<file path="src/rtl/pp_pkg.sv">
package pp_pkg;

   // Flags that ride with a beat past the precision stage.
   typedef struct packed {
      logic relu_bypass;
      logic pool_bypass;
   } pp_post_t;

   // Accumulator width wide enough for the tree sum and the largest shifted bias.
   function automatic int acc_width(input int in_w, input int lanes,
                                    input int bias_w, input int shift_w);
      int lvl;
      int tree_w;
      int bias_sh_w;
      lvl = (lanes > 1) ? $clog2(lanes) : 0;
      tree_w = in_w + lvl;
      bias_sh_w = bias_w + (1 << shift_w) - 1;
      return ((tree_w > bias_sh_w) ? tree_w : bias_sh_w) + 1;
   endfunction

endpackage

</file>
<file path="src/rtl/pp_adder_tree.sv">
module pp_adder_tree #(
   parameter int LANES = 4,
   parameter int IN_W  = 24,
   parameter int SUM_W = 32
) (
   input  logic                     clk,
   input  logic                     rst_n,
   input  logic                     in_valid,
   input  logic [LANES*IN_W-1:0]    in_data,
   output logic                     sum_valid,
   output logic signed [SUM_W-1:0]  sum
);
   localparam int LVL = (LANES > 1) ? $clog2(LANES) : 0;
   localparam int NP  = 1 << LVL;

   if (SUM_W < IN_W + LVL) begin : g_chk_w
      $error("pp_adder_tree: SUM_W too narrow");
   end

   for (genvar l = 0; l <= LVL; l++) begin : g_lvl
      logic signed [SUM_W-1:0] v [NP >> l];
      for (genvar k = 0; k < (NP >> l); k++) begin : g_node
         if (l == 0) begin : g_leaf
            if (k < LANES) begin : g_real
               logic [IN_W-1:0] lane;
               assign lane = in_data[k*IN_W +: IN_W];
               assign v[k] = {{(SUM_W-IN_W){lane[IN_W-1]}}, lane};
            end else begin : g_pad
               assign v[k] = '0;
            end
         end else begin : g_add
            assign v[k] = g_lvl[l-1].v[2*k] + g_lvl[l-1].v[2*k+1];
         end
      end
   end

   always_ff @(posedge clk or negedge rst_n) begin
      if (!rst_n) begin
         sum_valid <= 1'b0;
         sum       <= '0;
      end else begin
         sum_valid <= in_valid;
         if (in_valid) sum <= g_lvl[LVL].v[0];
      end
   end

   assert_tree_valid_R1: assert property (@(posedge clk) disable iff (!rst_n)
      in_valid |=> sum_valid);

endmodule

</file>
<file path="src/rtl/pp_align.sv">
module pp_align #(
   parameter int ACC_W   = 32,
   parameter int BIAS_W  = 16,
   parameter int SHIFT_W = 4,
   parameter int OUT_W   = 16
) (
   input  logic                     clk,
   input  logic                     rst_n,
   input  logic                     v_in,
   input  logic signed [ACC_W-1:0]  sum,
   input  logic [BIAS_W-1:0]        bias,
   input  logic [SHIFT_W-1:0]       bias_shift,
   input  logic [SHIFT_W-1:0]       data_shift,
   input  logic                     zero_sel,
   input  pp_pkg::pp_post_t         post_in,
   output logic                     v_q,
   output logic signed [OUT_W-1:0]  data_q,
   output pp_pkg::pp_post_t         post_q
);
   if (ACC_W < BIAS_W + (1 << SHIFT_W) || ACC_W <= OUT_W) begin : g_chk_w
      $error("pp_align: ACC_W too narrow");
   end

   localparam logic signed [ACC_W-1:0] MAXV = {{(ACC_W-OUT_W+1){1'b0}}, {(OUT_W-1){1'b1}}};
   localparam logic signed [ACC_W-1:0] MINV = {{(ACC_W-OUT_W+1){1'b1}}, {(OUT_W-1){1'b0}}};

   logic signed [ACC_W-1:0] bias_ext, addend, acc, shifted;
   logic signed [OUT_W-1:0] clamped;

   always_comb begin
      bias_ext = {{(ACC_W-BIAS_W){bias[BIAS_W-1]}}, bias};
      addend   = zero_sel ? '0 : (bias_ext <<< bias_shift);
      acc      = sum + addend;
      shifted  = acc >>> data_shift;
      if (shifted > MAXV)      clamped = {1'b0, {(OUT_W-1){1'b1}}};
      else if (shifted < MINV) clamped = {1'b1, {(OUT_W-1){1'b0}}};
      else                     clamped = shifted[OUT_W-1:0];
   end

   always_ff @(posedge clk or negedge rst_n) begin
      if (!rst_n) begin
         v_q    <= 1'b0;
         data_q <= '0;
         post_q <= '0;
      end else begin
         v_q <= v_in;
         if (v_in) begin
            data_q <= clamped;
            post_q <= post_in;
         end
      end
   end

   assert_zero_pass_R3: assert property (@(posedge clk) disable iff (!rst_n)
      (v_in && zero_sel && data_shift == '0 && sum <= MAXV && sum >= MINV)
      |=> (data_q == $past(sum[OUT_W-1:0])));

endmodule

</file>
<file path="src/rtl/pp_relu.sv">
module pp_relu #(
   parameter int W = 16
) (
   input  logic                 clk,
   input  logic                 rst_n,
   input  logic                 v_in,
   input  logic signed [W-1:0]  din,
   input  pp_pkg::pp_post_t     post_in,
   output logic                 v_q,
   output logic signed [W-1:0]  data_q,
   output logic                 pool_bypass_q
);
   always_ff @(posedge clk or negedge rst_n) begin
      if (!rst_n) begin
         v_q           <= 1'b0;
         data_q        <= '0;
         pool_bypass_q <= 1'b0;
      end else begin
         v_q <= v_in;
         if (v_in) begin
            data_q        <= (!post_in.relu_bypass && din[W-1]) ? '0 : din;
            pool_bypass_q <= post_in.pool_bypass;
         end
      end
   end

   assert_relu_clip_R6: assert property (@(posedge clk) disable iff (!rst_n)
      (v_in && !post_in.relu_bypass) |=> !data_q[W-1]);
   assert_relu_pass_R6: assert property (@(posedge clk) disable iff (!rst_n)
      (v_in && post_in.relu_bypass) |=> (data_q == $past(din)));

endmodule

</file>
<file path="src/rtl/pp_maxpool.sv">
module pp_maxpool #(
   parameter int W       = 16,
   parameter int ROW_LEN = 8
) (
   input  logic                 clk,
   input  logic                 rst_n,
   input  logic                 v_in,
   input  logic signed [W-1:0]  din,
   input  logic                 bypass,
   output logic                 out_valid,
   output logic signed [W-1:0]  out_data
);
   localparam int COL_W = $clog2(ROW_LEN);
   localparam int HALF  = ROW_LEN / 2;

   if (ROW_LEN < 4 || (ROW_LEN % 2) != 0) begin : g_chk_row
      $error("pp_maxpool: ROW_LEN must be even and at least 4");
   end

   logic [COL_W-1:0]    col;
   logic                odd_row;
   logic signed [W-1:0] hold;
   logic signed [W-1:0] line [HALF];
   logic signed [W-1:0] pair_max, quad_max, upper;
   logic                last_col;

   always_comb begin
      upper    = line[col[COL_W-1:1]];
      pair_max = (hold > din) ? hold : din;
      quad_max = (pair_max > upper) ? pair_max : upper;
      last_col = (col == COL_W'(ROW_LEN - 1));
   end

   always_ff @(posedge clk or negedge rst_n) begin
      if (!rst_n) begin
         col       <= '0;
         odd_row   <= 1'b0;
         hold      <= '0;
         out_valid <= 1'b0;
         out_data  <= '0;
         for (int i = 0; i < HALF; i++) line[i] <= '0;
      end else begin
         out_valid <= 1'b0;
         if (v_in && bypass) begin
            out_valid <= 1'b1;
            out_data  <= din;
         end else if (v_in) begin
            if (!col[0]) begin
               hold <= din;
            end else if (!odd_row) begin
               line[col[COL_W-1:1]] <= pair_max;
            end else begin
               out_valid <= 1'b1;
               out_data  <= quad_max;
            end
            if (last_col) begin
               col     <= '0;
               odd_row <= !odd_row;
            end else begin
               col <= col + 1'b1;
            end
         end
      end
   end

   assert_out_has_beat_R7: assert property (@(posedge clk) disable iff (!rst_n)
      out_valid |-> $past(v_in));
   assert_pool_ge_last_R8: assert property (@(posedge clk) disable iff (!rst_n)
      (v_in && !bypass && odd_row && col[0]) |=> (out_valid && out_data >= $past(din)));
   assert_pool_silent_R8: assert property (@(posedge clk) disable iff (!rst_n)
      (v_in && !bypass && !(odd_row && col[0])) |=> !out_valid);

endmodule

</file>
<file path="src/rtl/pe_postproc.sv">
module pe_postproc #(
   parameter int N_CONV  = 4,
   parameter int IN_W    = 24,
   parameter int BIAS_W  = 16,
   parameter int SHIFT_W = 4,
   parameter int OUT_W   = 16,
   parameter int ROW_LEN = 8
) (
   input  logic                     clk,
   input  logic                     rst_n,
   input  logic                     in_valid,
   input  logic [N_CONV*IN_W-1:0]   in_data,
   input  logic [BIAS_W-1:0]        bias,
   input  logic [SHIFT_W-1:0]       bias_shift,
   input  logic [SHIFT_W-1:0]       data_shift,
   input  logic                     zero_sel,
   input  logic                     relu_bypass,
   input  logic                     pool_bypass,
   output logic                     out_valid,
   output logic [OUT_W-1:0]         out_data
);
   import pp_pkg::*;

   localparam int ACC_W = acc_width(IN_W, N_CONV, BIAS_W, SHIFT_W);

   if (N_CONV < 1 || IN_W < 2 || OUT_W < 2) begin : g_chk_p
      $error("pe_postproc: bad lane parameters");
   end

   // Stage 1: tree sum, with per-beat controls registered alongside.
   logic                    s1_v;
   logic signed [ACC_W-1:0] s1_sum;
   logic [BIAS_W-1:0]       s1_bias;
   logic [SHIFT_W-1:0]      s1_bsh, s1_dsh;
   logic                    s1_zero;
   pp_post_t                s1_post;

   pp_adder_tree #(.LANES(N_CONV), .IN_W(IN_W), .SUM_W(ACC_W)) tree_i (
      .clk(clk), .rst_n(rst_n), .in_valid(in_valid), .in_data(in_data),
      .sum_valid(s1_v), .sum(s1_sum));

   always_ff @(posedge clk or negedge rst_n) begin
      if (!rst_n) begin
         s1_bias <= '0;
         s1_bsh  <= '0;
         s1_dsh  <= '0;
         s1_zero <= 1'b0;
         s1_post <= '0;
      end else if (in_valid) begin
         s1_bias <= bias;
         s1_bsh  <= bias_shift;
         s1_dsh  <= data_shift;
         s1_zero <= zero_sel;
         s1_post <= '{relu_bypass: relu_bypass, pool_bypass: pool_bypass};
      end
   end

   // Stage 2: addend, realignment, clamp.
   logic                    s2_v;
   logic signed [OUT_W-1:0] s2_data;
   pp_post_t                s2_post;

   pp_align #(.ACC_W(ACC_W), .BIAS_W(BIAS_W), .SHIFT_W(SHIFT_W), .OUT_W(OUT_W)) align_i (
      .clk(clk), .rst_n(rst_n), .v_in(s1_v), .sum(s1_sum), .bias(s1_bias),
      .bias_shift(s1_bsh), .data_shift(s1_dsh), .zero_sel(s1_zero),
      .post_in(s1_post), .v_q(s2_v), .data_q(s2_data), .post_q(s2_post));

   // Stage 3: rectifier.
   logic                    s3_v;
   logic signed [OUT_W-1:0] s3_data;
   logic                    s3_pool_byp;

   pp_relu #(.W(OUT_W)) relu_i (
      .clk(clk), .rst_n(rst_n), .v_in(s2_v), .din(s2_data), .post_in(s2_post),
      .v_q(s3_v), .data_q(s3_data), .pool_bypass_q(s3_pool_byp));

   // Stage 4: pooling or pass-through.
   logic signed [OUT_W-1:0] s4_data;

   pp_maxpool #(.W(OUT_W), .ROW_LEN(ROW_LEN)) pool_i (
      .clk(clk), .rst_n(rst_n), .v_in(s3_v), .din(s3_data), .bypass(s3_pool_byp),
      .out_valid(out_valid), .out_data(s4_data));

   assign out_data = s4_data;

   assert_bypass_latency_R7: assert property (@(posedge clk) disable iff (!rst_n)
      (in_valid && pool_bypass) |-> ##4 out_valid);

endmodule

</file>
<file path="config.mk">
export PLATFORM = sky130hd
export DESIGN_NAME = pe_postproc
export DESIGN_NICKNAME = d
export VERILOG_FILES = /design/src/rtl/pp_pkg.sv /design/src/rtl/pp_adder_tree.sv /design/src/rtl/pp_align.sv /design/src/rtl/pp_relu.sv /design/src/rtl/pp_maxpool.sv /design/src/rtl/pe_postproc.sv
export SDC_FILE = /design/constraint.sdc
export NUM_CORES = 1
export LEC_CHECK = 0
export ABC_AREA = 0
export BUFFER_PORTS_ARGS = -buffer_cell sky130_fd_sc_hd__buf_2
export CORE_UTILIZATION = 45
export CTS_CLUSTER_DIAMETER = 30
export DETAILED_ROUTE_END_ITERATION = 10
export GPL_ROUTABILITY_DRIVEN = 0
export GPL_TIMING_DRIVEN = 0
export PLACE_DENSITY = 0.62
export SLEW_MARGIN = 20
export SYNTH_ARGS = -nofsm -noshare
export SYNTH_HDL_FRONTEND = slang
export SYNTH_SLANG_ARGS = --single-unit
</file>
<file path="constraint.sdc">
create_clock -name clk -period 6.3 [get_ports clk]
set_input_delay 0.63 -clock clk [delete_from_list [all_inputs] [get_ports clk]]
set_output_delay 0.63 -clock clk [all_outputs]
set_load 0.05 [all_outputs]
</file>
# Word-level counts from Yosys, hierarchy flattened

Index checks and enable logic that the tools add are counted.

Register bits after elaboration: 198
Output and inout port bits: 17

Reductions and logical operators: 13
Shift-type cells: 2
Add/subtract/negate cells: 5
Muxes and demuxes: 21
Bitwise gates (word level): 4
$lt $le $gt $ge: 6
Equality and inequality tests: 1

Operators with widths:

| cell                 | number |
|---|---|
| $mux 16              | 12 |
| $add 32x32->32       | 2 |
| $bwmux 64            | 1 |
| $add 24x24->25       | 2 |
| $bmux 16 s2          | 1 |
| $demux 16 s2         | 1 |
| $gt 16x16->1         | 2 |
| $gt 32x16->1 const B | 1 |
| $lt 32x16->1 const B | 1 |
| $mux 32              | 1 |
| $sshl 32x4->32       | 1 |
| $sshr 32x4->32       | 1 |
| $reduce_and 3->1     | 3 |
| $reduce_bool 2->1    | 3 |
| $mux 1               | 4 |
| $reduce_and 4->1     | 1 |
| $add 3x1->3 const B  | 1 |
| $eq 3x3->1 const B   | 1 |
| $ge 3x3->1 const B   | 1 |
| $logic_and 1x1->1    | 3 |
| $lt 3x1->1 const B   | 1 |
| $mux 3               | 1 |
| $not 1->1            | 3 |
| $not 2->3            | 1 |
| 2 further kinds      | 3 |

# Logic depth before layout (Yosys ltp)

Depth after elaboration: 10
Gate-level depth with buffers: 30

# Cells and area by module

Synthesis repeated with hierarchy kept, for this count alone.

Cell total of the unflattened synthesis: 1847
Area total of the unflattened synthesis: 16942.5 µm²

Modules (own cells, without submodules):

| module        | times used | area an instance (µm²) | cells each |
|---|---|---|---|
| pp_maxpool    | 1          | 5677.9                 | 473 |
| pp_align      | 1          | 5554.1                 | 795 |
| pp_adder_tree | 1          | 3829.9                 | 449 |
| pe_postproc   | 1          | 1106.1                 | 57 |
| pp_relu       | 1          | 774.5                  | 73 |

# Least setup slack after synthesis

OpenSTA, ideal clock, no wires.

Path type: reg2reg
Start: register relu_i.data_q[1]
End: register pool_i.out_data[10]
Data arrival time: 5433 ps
Setup time: 84 ps
Path buffers: 2
Stages on the path, launching flop included: 31
Setup slack: 783 ps
Cell sequence: dfrtp_1 > inv_1 > ha_1 > nor2b_1 > o21a_1 > o21a_1 > o21a_1 > o21a_1 > o21ai_0 > nand2b_1 > a21oi_1 > nor3_1 > nor3_1 > nor3_1 > clkbuf_1 > mux2i_1 > inv_1 > ha_1 > nor2b_1 > o21a_1 > o21ai_0 > nand2b_1 > a21oi_1 > o21ai_0 > a221o_1 > nand2_1 > a31oi_1 > a21oi_1 > clkbuf_1 > a222oi_1 > o21ai_0

Cells in the longest elaborated chain, start to end: 8

RTL lines:

| element                  | line             | text |
|---|---|---|
| start: declaration       | pp_relu.sv:10    | `output logic signed [W-1:0] data_q,` |
| start signal: assignment | pp_relu.sv:21    | `data_q <= (!post_in.relu_bypass && din[W-1]) ? '0 : din;` |
| $gt 16x16->1             | pp_maxpool.sv:29 | `pair_max = (hold > din) ? hold : din;` |
| $mux 16 (*)              | pp_maxpool.sv:29 |  |
| via pool_i.pair_max[1]   | pp_maxpool.sv:24 | `logic signed [W-1:0] pair_max, quad_max, upper;` |
| $gt 16x16->1 (*)         | pp_maxpool.sv:30 | `quad_max = (pair_max > upper) ? pair_max : upper;` |
| $mux 16 (*)              | pp_maxpool.sv:30 |  |
| $mux 16 (*)              | pp_maxpool.sv:50 | `end else if (!odd_row) begin` |
| $mux 16 (*)              | pp_maxpool.sv:48 | `if (!col[0]) begin` |
| $mux 16 (*)              | pp_maxpool.sv:47 | `end else if (v_in) begin` |
| $mux 16 (*)              | pp_maxpool.sv:44 | `if (v_in && bypass) begin` |
| end signal: assignment   | pp_maxpool.sv:46 | `out_data <= din;` |
| end signal: assignment   | pp_maxpool.sv:54 | `out_data <= quad_max;` |
| end: declaration         | pp_maxpool.sv:11 | `output logic signed [W-1:0] out_data` |

Mark *: on every way through the listed nets, which the timed path passes. The rest lies on a longest branch. The select of a mux whose other input is x is not followed.
A chain may end at the register's enable or synchronous reset.

# Worst setup path after layout

Start: register s1_bsh[0]
End: register align_i.data_q[13]

Cells in the longest elaborated chain, start to end: 7
Elaborated cells on any way between the ends: 8
Those cells by class: 1 x add/sub; 2 x order compare; 2 x shift; 3 x mux

RTL lines:

| element                  | line              | text |
|---|---|---|
| start: declaration       | pe_postproc.sv:34 | `logic [SHIFT_W-1:0] s1_bsh, s1_dsh;` |
| start signal: assignment | pe_postproc.sv:51 | `s1_bsh <= bias_shift;` |
| $sshl 32x4->32 (*)       | pp_align.sv:32    | `addend = zero_sel ? '0 : (bias_ext <<< bias_shift);` |
| $mux 32 (*)              | pp_align.sv:32    |  |
| $add 32x32->32 (*)       | pp_align.sv:33    | `acc = sum + addend;` |
| $sshr 32x4->32 (*)       | pp_align.sv:34    | `shifted = acc >>> data_shift;` |
| $lt 32x16->1             | pp_align.sv:36    | `else if (shifted < MINV) clamped = {1'b1, {(OUT_W-1){1'b0}}};` |
| $mux 16                  | pp_align.sv:36    |  |
| $mux 16 (*)              | pp_align.sv:35    | `if (shifted > MAXV) clamped = {1'b0, {(OUT_W-1){1'b1}}};` |
| end signal: assignment   | pp_align.sv:48    | `data_q <= clamped;` |
| end: declaration         | pp_align.sv:17    | `output logic signed [OUT_W-1:0] data_q,` |

Mark *: on every way between the ends. The rest lies on a longest branch, timed or not.

==> metrics.cfg <==
[status]
outcome=finished clean

[final_layout]
drive_above_1_share_pct=16.9
design_area_sq_um=18800
n_antenna_cell=0
fin_cells=2548
area_delta_synth_final_pct=12.3
final_net_count=2335

[worst_setup_path]
required_ps=6640
r2r_start=s1_bsh[0]$_DFFE_PN0P_
end_kind=flop
r2r_cells=20
arrival_ps=6270
crit_type=reg2reg
start_kind=flop
r2r_end=align_i.data_q[13]$_DFFE_PN0P_
worstPathMaxFanout=10
reg2reg_slack_ps=360

[drt]
wire_per_inst_um=17.9
final_antenna_net_count=0
routed_wl_um=45600
first_iter_violations=1107
dr.pass1.iters=7
drc_errors=0
via_per_inst=5.89
dr_total_vias=15000

[clock_network]
cts.path.max_buffers=2
cts_tree=built
post_cts.repair.setup_buffers=0
clock_latency_ps=460
cts_buffers=17
h-tree-depth=4
path_clk_slew_ps=70
cts.sinks=198
cts_root_buf=clkbuf_16

[global_routing]
grtUsageTotal_pct=24.7
antenna_found_initial=0
grt_max_degree=98
grt_pass1_vias=15200
grt_pass1_wl_um=76100
gr-total-overflow=0

[floorplan]
initial_utilization_pct=45.8
fp-row-count=70
core_area_sq_um=36600
die_x_um=195
ios=143
die_y_um=195
dieArea_sq_um=38100

[logic_synthesis]
syn-num-nets=2174
yosysWarnings=0
synthArstFlopShare_pct=100
synth-main-ff-cell=dfrtp_1
netlist_area_sq_um=16800
ys_ff_latch=198
synth_edf_count=0
synth.area.top_cells=dfrtp_1, ha_1, o21ai_0
synth_top_area_share_pct=29.5
synthCells=1906
synth_top_area_cell=dfrtp_1
postSynthAreaPerCell_sq_um=8.80
synth.distinct_cells=95
ys_seq_area_share_pct=29.5

[hold_path]
hold_path.startpoint=in_valid
worstHoldEndpoint=tree_i.sum_valid$_DFF_PN0_
min_delay_path_depth=1
hp-class=in2reg

[pwr]
leakage_nw=8.44
finalPower_mw=8.75
power_density_nw_per_um2=465
ir_drop_uv=308

[timing]
rsz0062_at_grt=false
fin_skew_ps=11.2
slew_headroom_pct=40.6
finalSetupViolCount=0
max_clock_freq_ghz=0.168
min_period_ps=5940
worst_slew_pin_slew_ps=891
fin_crit_sh_pct=94.2
fin_ws_ps=365
hold_violations=0
tns_ps=0
slew_violations=0

[flow_run]
drv_cap=0

[placed_design]
port_buffers=142
dpl.hpwl_um=36000
post_dp_cell_area_sq_um=18100
placed_cells=2518
place_ws_ps=-222

cell type report:
class,count,area [sq um]
Clock inverter,10,131
Sequential cell,198,4960
Fill cell,3543,17800
Tap cell,468,586
Inverter,90,338
Buffer,91,377
Timing Repair Buffer,145,786
Multi-Input combinational cell,1524,11200
Clock buffer,22,474
cell usage in the layout (no fill, tap or decap), drive strengths merged, types with 27 or more instances in the layout:
| master | n |
|---|---|
| clkbuf | 90 |
| xnor2 | 53 |
| nand2 | 175 |
| o21ai | 157 |
| a21o | 38 |
| buf | 167 |
| nor2 | 150 |
| ha | 138 |
| nor3 | 45 |
| a21oi | 132 |
| or3 | 27 |
| mux2 | 66 |
| mux2i | 74 |
| dfrtp | 198 |
| nand3 | 34 |
| inv | 93 |
| a211oi | 42 |
cells by family after synthesis:
logic type	Yosys count	synth area share, %
XOR/XNOR	75	3.91
adder cells (fa/ha/maj)	142	10.8
AND/OR/NAND/NOR	576	16.5
multiplexers	164	12.1
AO/OA/AOI/OAI	567	23.0
buffers and inverters	184	4.25
flip-flops	198	29.5
synthesized netlist by cell type (all sizes together), types with 10 or more instances:
cell type	number
xnor2	53
o21ai	157
o21bai	11
nand3	34
o31ai	10
mux4	24
xor2	22
dfrtp	198
and2	21
a21oi	132
or3	27
and3	16
mux2i	74
a21o	38
nor2	150
mux2	66
ha	138
a31oi	17
nand2	175
nand2b	20
a222oi	16
nand4	17
or2	14
a211oi	42
nor3	45
nor2b	22
o221ai	17
o211ai	17
buf	26
clkbuf	68
inv	88
o21a	24
metal layers:
layer | vias to the layer above | share of wire (%) | global-route usage [%]
met5 | - | 0 | 0
met4 | 0 | 3.2 | 9.71
met3 | 71 | 3.7 | 3.70
met2 | 338 | 50 | 43.6
met1 | 7241 | 43 | 30.0
li1 | 7366 | - | -
power by group:
group / switching [mW] / leakage [nW] / internal, mW
clock network: 0.531 / 0.288 / 0.627
registers: 0.368 / 2.41 / 1.76
logic: 3.22 / 5.75 / 2.25
stage by stage:
| step | hold slack [ps] | utilization, % |
|---|---|---|
| 2_1_floorplan | 334 | - |
| 3_3_place_gp | 361 | 49.4 |
| 3_5_place_dp | 360 | 49.6 |
| 4_1_cts | 271 | 51.3 |
| 5_1_grt | 286 | 51.5 |
| 6_report | 291 | 51.5 |
flip-flops by register name, summed over array words and instances (netlist names):
signal	count
pool_i.line	64
tree_i.sum	32
align_i.data_q	16
pool_i.hold	16
pool_i.out_data	16
relu_i.data_q	16
s1_bias	16
s1_bsh	4
s1_dsh	4
pool_i.col	3
align_i.post_q	2
s1_post	2
align_i.v_q	1
pool_i.odd_row	1
pool_i.out_valid	1
relu_i.pool_bypass_q	1
relu_i.v_q	1
s1_zero	1
tree_i.sum_valid	1
how the worst max path moves through the flow:
| stage | startpoint | endpoint | slack [ps] | cells past startpoint |
|---|---|---|---|---|
| global placement | relu_i.data_q[1]$_DFFE_PN0P_ | pool_i.out_data[10]$_DFFE_PN0P_ | -480 | 30 |
| CTS | s1_bsh[0]$_DFFE_PN0P_ | align_i.data_q[13]$_DFFE_PN0P_ | 20 | 25 |
| floorplan | relu_i.data_q[1]$_DFFE_PN0P_ | pool_i.out_data[10]$_DFFE_PN0P_ | 780 | 30 |
| detailed placement | s1_bsh[0]$_DFFE_PN0P_ | align_i.data_q[4]$_DFFE_PN0P_ | -220 | 23 |
| global route | s1_bsh[1]$_DFFE_PN0P_ | align_i.data_q[13]$_DFFE_PN0P_ | 20 | 24 |
| finish | s1_bsh[0]$_DFFE_PN0P_ | align_i.data_q[13]$_DFFE_PN0P_ | 360 | 20 |
repair_timing:
action                                  CTS  global route
hold buffers                              1             0
gates resized for setup                   3            26
pin swaps                                 0             0
endpoints found under the setup margin   24            31
endpoints found under the hold margin    26             0
critical path, cell delays in order, from the launching register on:
cell	delay (ps)
dfrtp_2	440
clkbuf_4	260
mux2i_1	470
mux2i_1	230
mux2i_1	270
and2_1	170
a211oi_1	60
ha_1	410
a21oi_1	120
o21ai_1	310
or2_2	240
o21ai_0	130
or3_1	430
a211oi_1	280
a2111oi_1	130
mux4_2	550
or4_1	530
a21oi_1	160
a32o_2	300
buf_6	210
o221ai_2	120
Note: power is estimated with default switching activity, not from simulation.
